[config.mk]
export PLATFORM = sky130hd
export DESIGN_NAME = dsm5_mod
export DESIGN_NICKNAME = d
export VERILOG_FILES = /design/src/rtl/dsm5_pkg.sv /design/src/rtl/dsm5_hold.sv /design/src/rtl/dsm5_integ.sv /design/src/rtl/dsm5_quant.sv /design/src/rtl/dsm5_mod.sv
export SDC_FILE = /design/constraint.sdc
export NUM_CORES = 1
export LEC_CHECK = 0
export BUFFER_PORTS_ARGS = -buffer_cell sky130_fd_sc_hd__buf_2
export CAP_MARGIN = 20
export CORE_ASPECT_RATIO = 0.8
export CORE_MARGIN = 2
export CORE_UTILIZATION = 59
export CTS_CLUSTER_DIAMETER = 120
export DETAILED_ROUTE_END_ITERATION = 8
export PLACE_DENSITY = 0.9
export SLEW_MARGIN = 25
export SYNTH_ARGS = -nofsm -noshare
export SYNTH_HDL_FRONTEND = slang
export SYNTH_SLANG_ARGS = --single-unit
[constraint.sdc]
create_clock -name clk -period 5.74 [get_ports clk]
set_input_delay 0 -clock clk [delete_from_list [all_inputs] [get_ports clk]]
set_output_delay 0 -clock clk [all_outputs]
set_load 0.1 [all_outputs]
[src/rtl/dsm5_pkg.sv]
package dsm5_pkg;
  typedef logic [2:0] code_t;
  localparam int    NLEV     = 5;
  localparam code_t CODE_MID = 3'd2;
endpackage

[src/rtl/dsm5_hold.sv]
// Input hold with upsampling phase: loads on phase 0, holds otherwise.
module dsm5_hold #(
  parameter int DW  = 21,
  parameter int UPS = 8
) (
  input  logic                 clk,
  input  logic                 rst,
  input  logic                 step,
  input  logic signed [DW-1:0] din,
  output logic signed [DW-1:0] cur
);
  localparam int PW = (UPS > 1) ? $clog2(UPS) : 1;

  logic [PW-1:0]        phase_q;
  logic signed [DW-1:0] hold_q;
  logic                 load;

  assign load = (phase_q == '0);
  assign cur  = load ? din : hold_q;

  always_ff @(posedge clk) begin
    if (rst) begin
      phase_q <= '0;
      hold_q  <= '0;
    end else if (step) begin
      if (load) hold_q <= din;
      if (phase_q == PW'(UPS-1)) phase_q <= '0;
      else                       phase_q <= phase_q + 1'b1;
    end
  end
endmodule

[src/rtl/dsm5_integ.sv]
// One delaying integrator stage: acc += add_a - sub_b, saturating.
module dsm5_integ #(
  parameter int AW = 26
) (
  input  logic                 clk,
  input  logic                 rst,
  input  logic                 step,
  input  logic signed [AW-1:0] add_a,
  input  logic signed [AW-1:0] sub_b,
  output logic signed [AW-1:0] acc,
  output logic                 clip
);
  localparam int SW = AW + 2;
  localparam logic signed [SW-1:0] HI = {3'b000, {(AW-1){1'b1}}};
  localparam logic signed [SW-1:0] LO = {3'b111, {(AW-1){1'b0}}};

  logic signed [SW-1:0] sum_w;
  logic signed [AW-1:0] nxt;

  assign sum_w = SW'(acc) + SW'(add_a) - SW'(sub_b);

  always_comb begin
    clip = 1'b0;
    nxt  = sum_w[AW-1:0];
    if (sum_w > HI) begin
      clip = 1'b1;
      nxt  = HI[AW-1:0];
    end else if (sum_w < LO) begin
      clip = 1'b1;
      nxt  = LO[AW-1:0];
    end
  end

  always_ff @(posedge clk) begin
    if (rst)       acc <= '0;
    else if (step) acc <= nxt;
  end
endmodule

[src/rtl/dsm5_quant.sv]
// Multi-level quantizer with mid-point thresholds and feedback mapping.
module dsm5_quant
  import dsm5_pkg::*;
#(
  parameter int AW = 26,
  parameter int DW = 21
) (
  input  logic signed [AW-1:0] v,
  output code_t                code,
  output logic signed [AW-1:0] fb
);
  localparam int STEP = 1 << (DW - 2);
  localparam int MID  = (NLEV - 1) / 2;

  always_comb begin
    code = '0;
    for (int k = 0; k < NLEV - 1; k++) begin
      if (v >= AW'((2 * k - (NLEV - 2)) * STEP / 2)) code = code + 3'd1;
    end
    fb = AW'((int'(code) - MID) * STEP);
  end
endmodule

[src/rtl/dsm5_mod.sv]
module dsm5_mod
  import dsm5_pkg::*;
#(
  parameter int DW    = 21,
  parameter int AW    = 26,
  parameter int UPS   = 8,
  parameter int ORDER = 3
) (
  input  logic                 clk,
  input  logic                 rst,
  input  logic                 step,
  input  logic signed [DW-1:0] din,
  output logic [2:0]           code,
  output logic                 code_vld,
  output logic                 ovf
);
  logic signed [DW-1:0] cur;
  logic signed [AW-1:0] acc   [ORDER];
  logic signed [AW-1:0] st_in [ORDER];
  logic [ORDER-1:0]     clip;
  logic signed [AW-1:0] fb;
  code_t                qcode;

  dsm5_hold #(.DW(DW), .UPS(UPS)) u_hold (
    .clk(clk), .rst(rst), .step(step), .din(din), .cur(cur)
  );

  dsm5_quant #(.AW(AW), .DW(DW)) u_quant (
    .v(acc[ORDER-1]), .code(qcode), .fb(fb)
  );

  for (genvar g = 0; g < ORDER; g++) begin : g_stage
    if (g == 0) begin : g_first
      assign st_in[g] = AW'(cur);
    end else begin : g_next
      assign st_in[g] = acc[g-1];
    end
    dsm5_integ #(.AW(AW)) u_integ (
      .clk(clk), .rst(rst), .step(step),
      .add_a(st_in[g]), .sub_b(fb), .acc(acc[g]), .clip(clip[g])
    );
  end

  always_ff @(posedge clk) begin
    if (rst) begin
      code     <= CODE_MID;
      code_vld <= 1'b0;
      ovf      <= 1'b0;
    end else begin
      code_vld <= step;
      if (step) begin
        code <= qcode;
        ovf  <= |clip;
      end
    end
  end
endmodule

# ---- Word level (Yosys, flattened, before mapping)
# Cells that the tools add are included.
dict set report totals {
  out_inout_bits 5
  inputBits 24
  reg_bits 107
}
dict set report classes {
  reduce_logical 2
  add_sub_neg 11
  n_mux 18
  eq_ne 1
  magnitude_cmp 10
}
# operator n
set op_table {}
lappend op_table {{26-bit two-way mux} 6}
lappend op_table {{28-bit by 26-bit greater-than comparator with 1-bit output (second input constant)} 3}
lappend op_table {{28-bit by 26-bit < comparator with 1-bit output (second input constant)} 3}
lappend op_table {{27-bit by 23-bit subtractor with 28-bit output} 3}
lappend op_table {{26-bit by 26-bit adder with 27-bit output} 2}
lappend op_table {{26-bit by 21-bit greater-or-equal comparator with 1-bit output (second input constant)} 2}
lappend op_table {{26-bit by 21-bit adder with 27-bit output} 1}
lappend op_table {{26-bit by 19-bit greater-or-equal comparator with 1-bit output (second input constant)} 1}
lappend op_table {{26-bit by 20-bit greater-or-equal comparator with 1-bit output (second input constant)} 1}
lappend op_table {{21-bit two-way mux} 1}
lappend op_table {{3-bit two-way mux} 4}
lappend op_table {{3-bit by 1-bit adder with 3-bit output (second input constant)} 3}
lappend op_table {{1-bit two-way mux} 7}
lappend op_table {{3-bit by 2-bit subtractor with 4-bit output (second input constant)} 1}
lappend op_table {{3-bit equality test (second input constant)} 1}
lappend op_table {{3-bit logical NOT} 1}
lappend op_table {{3-bit OR reduction} 1}
lappend op_table {{1-bit by 1-bit adder with 2-bit output (second input constant)} 1}

# ---- Depth between registers and ports, before layout
# Gate-level depths: netlist of run 1.
dict set report depth {
  ltp_word 14
  mapped_depth 28
}

# ---- Cells and area by module
# From an unflattened synthesis of run 1, not the netlist that was laid out.
dict set report unflattened {
  hier_cells 1566
  area_unflattened_um2 12419.4
}
# module n_inst seq_area_each_um2 cells_each area_each_um2
set modules_own_cells {}
lappend modules_own_cells {{dsm5_integ at g_stage[1].u_integ} 1 520.5 466 3538.4}
lappend modules_own_cells {{dsm5_integ at g_stage[0].u_integ} 1 520.5 458 3512.1}
lappend modules_own_cells {{dsm5_integ at g_stage[2].u_integ} 1 520.5 440 3443.3}
lappend modules_own_cells {dsm5_hold 1 480.5 131 1355.0}
lappend modules_own_cells {dsm5_quant 1 0.0 55 386.6}
lappend modules_own_cells {dsm5_mod 1 100.1 16 183.9}

# ---- Least setup slack after synthesis of run 1
# No wires, ideal clock.
dict set report synth_timing {
  path_kind {register to register}
  from {register g_stage[2].u_integ.acc[25]}
  to {register g_stage[0].u_integ.acc[16]}
  slack_ns -0.571
  period_less_slack_ns 6.311
  arrival_ns 6.165
  t_required_ns 5.593
  stages_incl_launch_ff 26
  path_buffers 2
  cell_sequence {dfxtp_1 -> inv_1 -> or3_1 -> o21ai_0 -> inv_1 -> ha_1 -> xnor2_1 -> inv_1 -> ha_1 -> mux2i_1 -> nor2b_1 -> fa_1 -> inv_1 -> ha_1 -> clkbuf_1 -> a21o_1 -> a21o_1 -> a21oi_1 -> nand2_1 -> a2111oi_1 -> a211oi_2 -> xnor2_2 -> a21oi_2 -> nor2_2 -> buf_4 -> a221oi_2}
}
dict set report synth_between {
  elab_chain_len 13
}
# element line
set synth_lines {}
lappend synth_lines {{from (decl)} dsm5_integ.sv:10} ;# output logic signed [AW-1:0] acc,
lappend synth_lines {{from (signal assigned)} dsm5_integ.sv:36} ;# else if (step) acc <= nxt;
lappend synth_lines {{26-bit by 21-bit greater-or-equal comparator with 1-bit output} dsm5_quant.sv:18} ;# if (v >= AW'((2 * k - (NLEV - 2)) * STEP / 2)) code = code + 3'd1;
lappend synth_lines {{1-bit two-way mux} dsm5_quant.sv:18}
lappend synth_lines {{1-bit by 1-bit adder with 2-bit output} dsm5_quant.sv:18}
lappend synth_lines {{3-bit two-way mux} dsm5_quant.sv:18}
lappend synth_lines {{3-bit by 1-bit adder with 3-bit output} dsm5_quant.sv:18}
lappend synth_lines {{3-bit two-way mux} dsm5_quant.sv:18}
lappend synth_lines {{3-bit by 1-bit adder with 3-bit output} dsm5_quant.sv:18}
lappend synth_lines {{3-bit two-way mux *} dsm5_quant.sv:18}
lappend synth_lines {{3-bit by 2-bit subtractor with 4-bit output *} dsm5_quant.sv:20} ;# fb = AW'((int'(code) - MID) * STEP);
lappend synth_lines {{27-bit by 23-bit subtractor with 28-bit output *} dsm5_integ.sv:20} ;# assign sum_w = SW'(acc) + SW'(add_a) - SW'(sub_b);
lappend synth_lines {{28-bit by 26-bit < comparator with 1-bit output} dsm5_integ.sv:28} ;# end else if (sum_w < LO) begin
lappend synth_lines {{26-bit two-way mux} dsm5_integ.sv:28}
lappend synth_lines {{26-bit two-way mux *} dsm5_integ.sv:25} ;# if (sum_w > HI) begin
lappend synth_lines {{to (signal assigned)} dsm5_integ.sv:36}
lappend synth_lines {{to (decl)} dsm5_integ.sv:10}
# Every way passes the cells marked *; elsewhere a longest branch is shown, timed or not.
# A chain may end at the register's enable or synchronous reset.

# ---- Worst setup path after layout of run 1
dict set report layout_timing {
  from {register g_stage[2].u_integ.acc[25]}
  to {register g_stage[1].u_integ.acc[12]}
}
dict set report layout_between {
  elab_chain_len 13
}
# element line
set layout_lines {}
lappend layout_lines {{26-bit by 21-bit greater-or-equal comparator with 1-bit output} dsm5_quant.sv:18}
lappend layout_lines {{1-bit two-way mux} dsm5_quant.sv:18}
lappend layout_lines {{1-bit by 1-bit adder with 2-bit output} dsm5_quant.sv:18}
lappend layout_lines {{3-bit two-way mux} dsm5_quant.sv:18}
lappend layout_lines {{3-bit by 1-bit adder with 3-bit output} dsm5_quant.sv:18}
lappend layout_lines {{3-bit two-way mux} dsm5_quant.sv:18}
lappend layout_lines {{3-bit by 1-bit adder with 3-bit output} dsm5_quant.sv:18}
lappend layout_lines {{3-bit two-way mux *} dsm5_quant.sv:18}
lappend layout_lines {{3-bit by 2-bit subtractor with 4-bit output *} dsm5_quant.sv:20}
lappend layout_lines {{27-bit by 23-bit subtractor with 28-bit output *} dsm5_integ.sv:20}
lappend layout_lines {{28-bit by 26-bit < comparator with 1-bit output} dsm5_integ.sv:28}
lappend layout_lines {{26-bit two-way mux} dsm5_integ.sv:28}
lappend layout_lines {{26-bit two-way mux *} dsm5_integ.sv:25}
lappend layout_lines {{to (signal assigned)} dsm5_integ.sv:36}
lappend layout_lines {{to (decl)} dsm5_integ.sv:10}
# Marks and branches as above.

==> impl_metrics.json, run 1 <==
{
  "vias": 9871,
  "final_cell_mix": "inv_1, ha_1, dfxtp_1, nor2_1, a21oi_1",
  "use_met2_pct": 45.13,
  "ys_seq_elements": 107,
  "path_clk_slew_ns": 0.08,
  "syn2layout_area_growth_pct": 8.054,
  "maxCapViolations": 0,
  "syn_avg_cell_area_um2": 8.246,
  "synthDistinctLibCells": 96,
  "path_class": "flop to flop",
  "drive_gt1_share_pct": 17.71,
  "crit_fanout": 13,
  "grt_max_degree": 68,
  "post-dp-hpwl_um": 19640,
  "cp.arrival_ns": 5.87,
  "drv_slew": 0,
  "fin_hold_ws_ns": 0.04633,
  "rr_startpoint": "g_stage[2].u_integ.acc[25]",
  "clock_sinks": 107,
  "grt-ovfl-total": 0,
  "status": "finished clean",
  "avgViaCountPerCell": 6.074,
  "start_util_pct": 60.77,
  "fillers": 1359,
  "fp.coreArea_um2": 18280,
  "finClkSkew_ns": 0.01393,
  "num_antenna_cells": 0,
  "crit_buf_inv": 7,
  "endpoint_kind": "flop",
  "ys_seq_area_share_pct": 19.29,
  "tightest_slew_ns": 0.9530,
  "num_rows": 44,
  "synth_top_area_share_pct": 19.29,
  "clock_latency_ns": 0.38,
  "syn-num-nets": 1533,
  "grt_usage_pct": 26.85,
  "r2r-end": "g_stage[1].u_integ.acc[12]",
  "postRouteAntennaNets": 0,
  "synth_enable_flop_cells": 0,
  "drt_iter0_markers": 973,
  "ys_warn_count": 0,
  "htreeDepth": 3,
  "wl_per_cell_um": 16.91,
  "yosysTopAreaCell": "dfxtp_1",
  "maxSlewHeadroom_pct": 36.47,
  "required_ns": 6.02,
  "synth_cells": 1347,
  "io_pins": 29,
  "antenna_found_initial": 0,
  "hold_viol_final": 0,
  "endpoint": "g_stage[1].u_integ.acc[12]",
  "grt_pass1_vias": 9298,
  "finish.utilization_pct": 65.66,
  "synthArstFlopShare_pct": 0,
  "use_met1_pct": 35.07,
  "synth_ff_type": "dfxtp_1",
  "synth.area.top_cells": "dfxtp_1, ha_1, inv_1, a221oi_2, a21oi_1",
  "path_depth": 26,
  "grt_use_met3_pct": 5.091,
  "setup.worst_path.start_class": "flop",
  "worst_path_max_delay_cell": "fa_1",
  "first_pass_iters": 9,
  "tritoncts": "yes",
  "grt_pass1_wl_um": 44190,
  "syn_area_um2": 11110,
  "top_usage_layer": "met2",
  "setup_viol": 0,
  "rrSetupSlack_ns": 0.14,
  "fp.dieH_um": 126.7,
  "layout_commonest_cell": "inv_1",
  "fmax_mhz": 178.7,
  "worstRegToRegCells": 26,
  "max_stage_delay_ns": 0.43,
  "drt_wl_total_um": 27480,
  "cts_buffer_depth": 2,
  "drc": 0,
  "hold_class": "input pin to flop",
  "fin_nets": 1554,
  "critPathLaunch": "g_stage[2].u_integ.acc[25]",
  "place.gp.congestion": 0.9688,
  "min_period_ns": 5.597,
  "period_share_pct": 97.51,
  "cts_buffers": 9,
  "die_area_um2": 19950,
  "fp.dieW_um": 157.4,
  "cp_top_family": "simple AND/OR/NAND/NOR gates",
  "cts_root_buffer": "clkbuf_16",
  "port_buffers": 28
}
[cell type report]
cell class / count / area, µm² / area share [%]
clock buffers: 10 / 229.0 / 1.908
repair buffers: 70 / 531.8 / 4.431
clock inverters: 5 / 36.28 / 0.3023
well taps: 253 / 316.6 / 2.638
inverters: 237 / 890.9 / 7.423
multi-input cells: 943 / 7848 / 65.39
flip-flops and latches: 107 / 2150 / 17.91
[cells in the mapped netlist, types with 3 or more instances]
cell,instances
inv_1,236
ha_1,144
dfxtp_1,107
nor2_1,89
a21oi_1,79
nand2_1,76
xnor2_1,43
o21ai_0,40
a211oi_1,35
a221oi_2,35
a21o_1,33
clkbuf_1,30
mux2i_1,27
o21ai_1,26
a211oi_2,25
xor2_1,23
nand2b_1,22
a21oi_2,21
nand3_1,21
fa_1,18
nor2b_1,14
nand4_1,13
nor3_1,13
o211ai_1,11
a221oi_1,10
a31oi_1,10
o21bai_1,10
o31ai_1,9
buf_4,7
and3_1,6
buf_6,6
o21a_1,5
o22ai_1,5
a21boi_0,4
buf_1,4
or3_1,4
a2111oi_0,3
a211o_1,3
a21o_2,3
clkbuf_2,3
clkbuf_8,3
or2_2,3
[per-stage QoR]
stage,setup TNS [ns],instances,instance area [µm²],setup slack (ns)
after global placement,0,1593,11400,0.1113
after floorplan,0,1347,11120,0.01356
after CTS,0,1611,11720,0.02633
after detailed placement,-5.567,1593,11400,-0.2092
final,0,1625,12000,0.1427
after global routing,-1.802,1625,12000,-0.08327
[cell families after synthesis]
| family | after synthesis | synth area share (%) |
|---|---|---|
| compound gates | 400 | 29.10 |
| buf+inv | 298 | 11.74 |
| simple gates | 284 | 12.43 |
| fa+ha+maj | 162 | 19.47 |
| flops | 107 | 19.29 |
| xor+xnor | 67 | 5.351 |
| mux | 29 | 2.636 |
[worst reg2reg max path, delay by kind of cell, from the launching register on]
kind / cells / cell delay, ns
DFF: 1 / 0.34
adders and majority gates: 4 / 1.16
xor gates and xnor gates: 2 / 0.33
and+or+nand+nor: 6 / 1.55
buffers and inverters: 7 / 0.75
AOI/OAI and AO/OA: 7 / 1.40
[per-layer routing]
metal,vias to the layer above,wire [µm],part of all wire [%]
met3,68,2012,7.3
met4,0,654,2.4
met1,4650,11880,43
li1,4738,-,-
met5,-,0,0
met2,415,12930,47
[how the worst min path moves through the flow]
stage                     startpoint                end  cells past startpoint
after floorplan                 step           code_vld                      3
after global placement       din[18]  u_hold.hold_q[18]                      3
after detailed placement     din[15]  u_hold.hold_q[15]                      3
after CTS                    din[13]  u_hold.hold_q[13]                      3
after global routing          din[3]   u_hold.hold_q[3]                      3
final                         din[7]   u_hold.hold_q[7]                      3
[state kept, by name (all words and copies together), names as in the netlist]
register             cells
code                     3
code_vld                 1
g_stage.u_integ.acc     78
ovf                      1
u_hold.hold_q           21
u_hold.phase_q           3
[repair_timing]
action / 4_1_cts / 5_1_grt
hold buffers: 0 / 0
setup buffers: 3 / 12
setup endpoints to repair: 56 / 76
pin swaps: 1 / 14
resized for setup: 6 / 41
cloned: 0 / 2
Power of run 1 is not shown: default switching activity piles up to over one toggle a cycle in this logic, so the estimate is an artifact.
==> run 2, diff against run 1 <==
--- a/config.mk
+++ b/config.mk
@@ -5,10 +5,10 @@
 export SDC_FILE = /design/constraint.sdc
 export NUM_CORES = 1
 export LEC_CHECK = 0
+export ABC_AREA = 0
 export BUFFER_PORTS_ARGS = -buffer_cell sky130_fd_sc_hd__buf_2
 export CAP_MARGIN = 20
 export CORE_ASPECT_RATIO = 0.8
-export CORE_MARGIN = 2
 export CORE_UTILIZATION = 59
 export CTS_CLUSTER_DIAMETER = 120
 export DETAILED_ROUTE_END_ITERATION = 8
==> run 2 against run 1 <==
  * The flow now finishes with violations (setup timing)
  * Global-route usage up 0.99 points
  * Hold slack improved by 0.016 ns
  * Die area shrank 2.8%
  * Non-clock buffer count shrank 4
  * Cell count decreased by 0.18%
  * Register-to-register slack got worse by 0.16 ns
  * Final area fell by 0.17%
  * Maximum frequency shrank 2.8%
  * Count of clock-buffer cells in the layout increased by 2
==> impl_metrics.json, run 2 (synthesis results as in run 1) <==
{
  "status": "complete, but fails checks",
  "violations": "setup timing",
  "drt_iter0_markers": 887,
  "setup_viol": 1,
  "num_antenna_cells": 0,
  "postRouteAntennaNets": 0,
  "required_ns": 5.99,
  "hold_viol_final": 0,
  "top_usage_layer": "met2",
  "layout_commonest_cell": "inv_1",
  "hold_class": "input pin to flop",
  "setup_ws_ns": -0.01967,
  "io_pins": 29,
  "syn2layout_area_growth_pct": 7.874,
  "setup.worst_path.start_class": "flop",
  "finClkSkew_ns": 0.01217,
  "fp.dieH_um": 124.7,
  "drv_slew": 0,
  "fin_hold_ws_ns": 0.06244,
  "clock_latency_ns": 0.36,
  "worst_path_max_delay_cell": "or3_1",
  "regMostFlops": "g_stage.u_integ.acc",
  "cts_buffer_depth": 2,
  "place_ws_ns": -0.3612,
  "min_period_ns": 5.760,
  "drt_wl_total_um": 27510,
  "num_rows": 44,
  "ctsHoldBuffers": 0,
  "fin_nets": 1550,
  "grt_usage_pct": 27.84,
  "tritoncts": "yes",
  "path_clk_slew_ns": 0.08,
  "maxCapViolations": 0,
  "start_util_pct": 60.77,
  "wl_per_cell_um": 16.96,
  "path_class": "flop to flop",
  "port_buffers": 28,
  "fin_cells": 1622,
  "post-dp-hpwl_um": 19630,
  "first_pass_iters": 8,
  "grt_pass1_vias": 9561,
  "max_stage_delay_ns": 0.43,
  "antenna_found_initial": 0,
  "place.gp.congestion": 0.9720,
  "grt_max_degree": 83,
  "cp.arrival_ns": 6.01,
  "crit_fanout": 13,
  "setup_tns_ns": -0.01967,
  "drive_gt1_share_pct": 16.58,
  "fp.dieW_um": 155.4,
  "die_area_um2": 19380,
  "final_cell_mix": "inv_1, ha_1, dfxtp_1, nor2_1, nand2_1",
  "grt-ovfl-total": 0,
  "grt_use_met3_pct": 4.732,
  "cts_root_buffer": "clkbuf_16",
  "tightest_slew_ns": 0.9077,
  "use_met1_pct": 36.32,
  "cts_buffers": 9,
  "maxSlewHeadroom_pct": 39.48,
  "endpoint_kind": "flop",
  "vias": 9814,
  "grt_pass1_wl_um": 44710,
  "clock_sinks": 107,
  "period_share_pct": 100.3,
  "drc": 0,
  "dp.cells": 1591,
  "fmax_mhz": 173.6,
  "largestRegisters": "g_stage.u_integ.acc (78), u_hold.hold_q (21)",
  "avgViaCountPerCell": 6.051,
  "htreeDepth": 3,
  "fp.coreArea_um2": 18280,
  "largest_reg_flops": 78,
  "use_met2_pct": 46.56
}
-- run 2: changes by cell type in the layout (fill, tap and decap cells not counted), moves of 2 or more --
| cell | change |
|---|---|
| buf_4 | -2 |
| nor2_2 | -2 |
| a21oi_2 | +2 |
| clkbuf_1 | +2 |
| ha_2 | -3 |
| buf_6 | -3 |
| dfxtp_2 | -6 |
| a21oi_1 | -2 |
| ha_1 | +2 |
| inv_2 | -4 |
| dfxtp_1 | +6 |
| inv_1 | +4 |
| nor2_1 | +2 |
-- run 2: path summary, 6_finish.rpt --
check / startpoint / end / slack, ns / cells after the start
worst max-delay path: g_stage[2].u_integ.acc[25] / g_stage[1].u_integ.acc[6] / -0.02 / 25
worst min-delay path: din[3] / u_hold.hold_q[3] / 0.06 / 3
worst max register to register: g_stage[2].u_integ.acc[25] / g_stage[1].u_integ.acc[6] / -0.02 / 25
worst min register to register: code[1] / code[1] / 0.47 / 1
-- run 2: layout make-up --
type                            instances  area [µm²]
Multi-Input combinational cell        943        7859
Sequential cell                       107        2142
Inverter                              237       890.9
Timing Repair Buffer                   66       503.0
Clock inverter                          4       33.78
Tap cell                              253       316.6
Clock buffer                           12       236.5
Fill cell                            1380        6296
-- run 2: critical path, delay by kind of cell, from the launching register on --
family	cells	cell delay, ns
AOI/OAI and AO/OA	8	1.46
DFF	1	0.35
and+or+nand+nor	3	1.08
muxes	1	0.10
adders and majority gates	4	1.29
xor gates and xnor gates	3	0.60
buffers and inverters	6	0.77
-- run 2: what timing repair did --
action / in CTS / in global routing
setup buffers: 1 / 12
gates resized for setup: 9 / 24
pin swaps: 0 / 9
cloned: 1 / 1
setup endpoints to repair: 76 / 76
-- run 2: per-stage QoR --
stage | util [%] | instance area [µm²]
final | 65.55 | 11980
after global routing | 65.55 | 11980
after CTS | 64.11 | 11720
after detailed placement | 62.29 | 11380
after global placement | 62.29 | 11380
after floorplan | - | 11120
-- run 2: routing by layer --
layer | vias to the layer above | share of wire (%)
met5 | - | 0
met4 | 0 | 2.6
met3 | 67 | 6.7
met2 | 368 | 47
met1 | 4643 | 44
li1 | 4736 | -
Power of run 2 is left out for the same reason.
==> run 3, diff against run 2 <==
--- a/config.mk
+++ b/config.mk
@@ -9,10 +9,10 @@
 export BUFFER_PORTS_ARGS = -buffer_cell sky130_fd_sc_hd__buf_2
 export CAP_MARGIN = 20
 export CORE_ASPECT_RATIO = 0.8
-export CORE_UTILIZATION = 59
+export CORE_UTILIZATION = 60
 export CTS_CLUSTER_DIAMETER = 120
 export DETAILED_ROUTE_END_ITERATION = 8
-export PLACE_DENSITY = 0.9
+export PLACE_DENSITY = 0.88
 export SLEW_MARGIN = 25
 export SYNTH_ARGS = -nofsm -noshare
 export SYNTH_HDL_FRONTEND = slang
==> constraint.sdc (replaced) <==
create_clock -name clk -period 6.1 [get_ports clk]
set_input_delay 0 -clock clk [delete_from_list [all_inputs] [get_ports clk]]
set_output_delay 0 -clock clk [all_outputs]
set_load 0.1 [all_outputs]
==> run 3 against run 2 <==
  * The flow now finishes without violations
  * Critical path depth stayed put
  * Hold slack worse by 0.021 ns
  * Wire length shrank 1.3%
  * Clock skew increased by 0.0020 ns
  * Maximum frequency shrank 3.0%
  * Non-clock buffer count down 6
  * Final area shrank 0.99%
  * Core utilization shrank 0.058 points
  * Worst setup slack improved by 0.18 ns
  * Critical path type unchanged
  * Highest routed layer unchanged
==> impl_metrics.json, run 3 (synthesis results as in run 1) <==
{
  "syn2layout_area_growth_pct": 6.804,
  "layout_commonest_cell": "inv_1",
  "top_usage_layer": "met2",
  "path_class": "flop to flop",
  "setup_ws_ns": 0.1637,
  "fillers": 1343,
  "maxCapViolations": 0,
  "drc": 0,
  "grt_use_met3_pct": 4.489,
  "drv_slew": 0,
  "clock_latency_ns": 0.37,
  "vias": 9894,
  "crit_buf_inv": 7,
  "fp.dieH_um": 123.7,
  "num_antenna_cells": 0,
  "hold_viol_final": 0,
  "fp.dieW_um": 154.1,
  "crit_fanout": 13,
  "finClkSkew_ns": 0.01414,
  "htreeDepth": 3,
  "grt-ovfl-total": 0,
  "largestRegisters": "g_stage.u_integ.acc (78), u_hold.hold_q (21)",
  "place_ws_ns": -0.3284,
  "status": "finished clean",
  "grt_pass1_wl_um": 42500,
  "grt_usage_pct": 27.63,
  "fmax_mhz": 168.5,
  "final_cell_area_um2": 11860,
  "postRouteAntennaNets": 0,
  "ctsHoldBuffers": 0,
  "hold_class": "input pin to flop",
  "antenna_found_initial": 0,
  "num_rows": 44,
  "setup.worst_path.start_class": "flop",
  "cts_buffers": 9,
  "io_pins": 29,
  "wl_per_cell_um": 17.04,
  "tritoncts": "yes",
  "fp.coreArea_um2": 18110,
  "worst_path_max_delay_cell": "or3_1",
  "required_ns": 6.37,
  "setup_tns_ns": 0,
  "first_pass_iters": 5,
  "drt_wl_total_um": 27140,
  "period_share_pct": 97.32,
  "critPathMostFrequentCell": "inv_1",
  "finish.utilization_pct": 65.49,
  "die_area_um2": 19060,
  "start_util_pct": 61.32,
  "final_cell_mix": "inv_1, ha_1, dfxtp_1, nor2_1, a21oi_1",
  "use_met1_pct": 35.88,
  "post-dp-hpwl_um": 19230,
  "cp_top_family": "simple AND/OR/NAND/NOR gates",
  "fin_nets": 1544,
  "drive_gt1_share_pct": 15.41,
  "max_stage_delay_ns": 0.42,
  "cts_buffer_depth": 2,
  "grt_max_degree": 63,
  "use_met2_pct": 46.93,
  "avgViaCountPerCell": 6.211,
  "place_area_um2": 11290,
  "drt_iter0_markers": 881,
  "largest_reg_flops": 78,
  "clock_sinks": 107,
  "grt_pass1_vias": 8890,
  "path_clk_slew_ns": 0.08,
  "place.gp.congestion": 0.9505,
  "maxSlewHeadroom_pct": 38.05,
  "port_buffers": 28,
  "endpoint_kind": "flop",
  "min_period_ns": 5.936,
  "regMostFlops": "g_stage.u_integ.acc",
  "tightest_slew_ns": 0.9292,
  "cts_root_buffer": "clkbuf_16",
  "setup_viol": 0,
  "cp.arrival_ns": 6.21
}
==> run 3: changes by cell type in the layout (fill, tap and decap cells not counted), sizes merged <==
cell / previous run / this run
inv: 239 / 238
o21ai: 68 / 69
clkbuf: 13 / 12
clkinv: 2 / 3
nand2: 78 / 77
bufinv: 0 / 1
buf: 65 / 59
==> run 3: final timing paths <==
kind | start | to | slack (ns) | depth (start not counted)
worst max-delay path | g_stage[2].u_integ.acc[25] | g_stage[1].u_integ.acc[9] | 0.16 | 25
worst min register to register | g_stage[2].u_integ.acc[1] | g_stage[2].u_integ.acc[1] | 0.47 | 2
worst min-delay path | din[13] | u_hold.hold_q[13] | 0.04 | 3
worst max register to register | g_stage[2].u_integ.acc[25] | g_stage[1].u_integ.acc[9] | 0.16 | 25
==> run 3: final cells by class <==
type	instances	area, µm²	share of cell area [%]
tap	230	287.8	2.426
sequential	107	2146	18.09
timing repair buffer	60	457.9	3.860
clock buffer	11	252.7	2.131
multi-input combinational	943	7760	65.42
inverter	237	890.9	7.510
clock inverter	5	67.56	0.5696
==> run 3: metrics by stage <==
step	hold slack, ns	std cells
floorplan	0.2962	1347
global placement	0.4205	1564
detailed placement	0.4260	1564
CTS	0.04308	1585
global route	0.07613	1593
finish	0.04117	1593
==> run 3: layer usage <==
| metal | vias to the layer above | share of wire (%) |
|---|---|---|
| met4 | 0 | 2.6 |
| met5 | - | 0 |
| li1 | 4729 | - |
| met1 | 4716 | 44 |
| met2 | 370 | 47 |
| met3 | 79 | 6.4 |
==> run 3: repair_timing <==
item / in CTS / in global routing
gates resized for setup: 7 / 16
setup buffers: 4 / 7
cloned: 1 / 1
endpoints found under the setup margin: 58 / 76
pin swaps: 5 / 3
==> run 3: tightest hold or removal path, delay by kind of cell <==
family | cells | cell delay (ns)
AO/OA/AOI/OAI | 1 | 0.10
multiplexers | 1 | 0.18
buffers and inverters | 1 | 0.10
Power of run 3 is left out for the same reason.
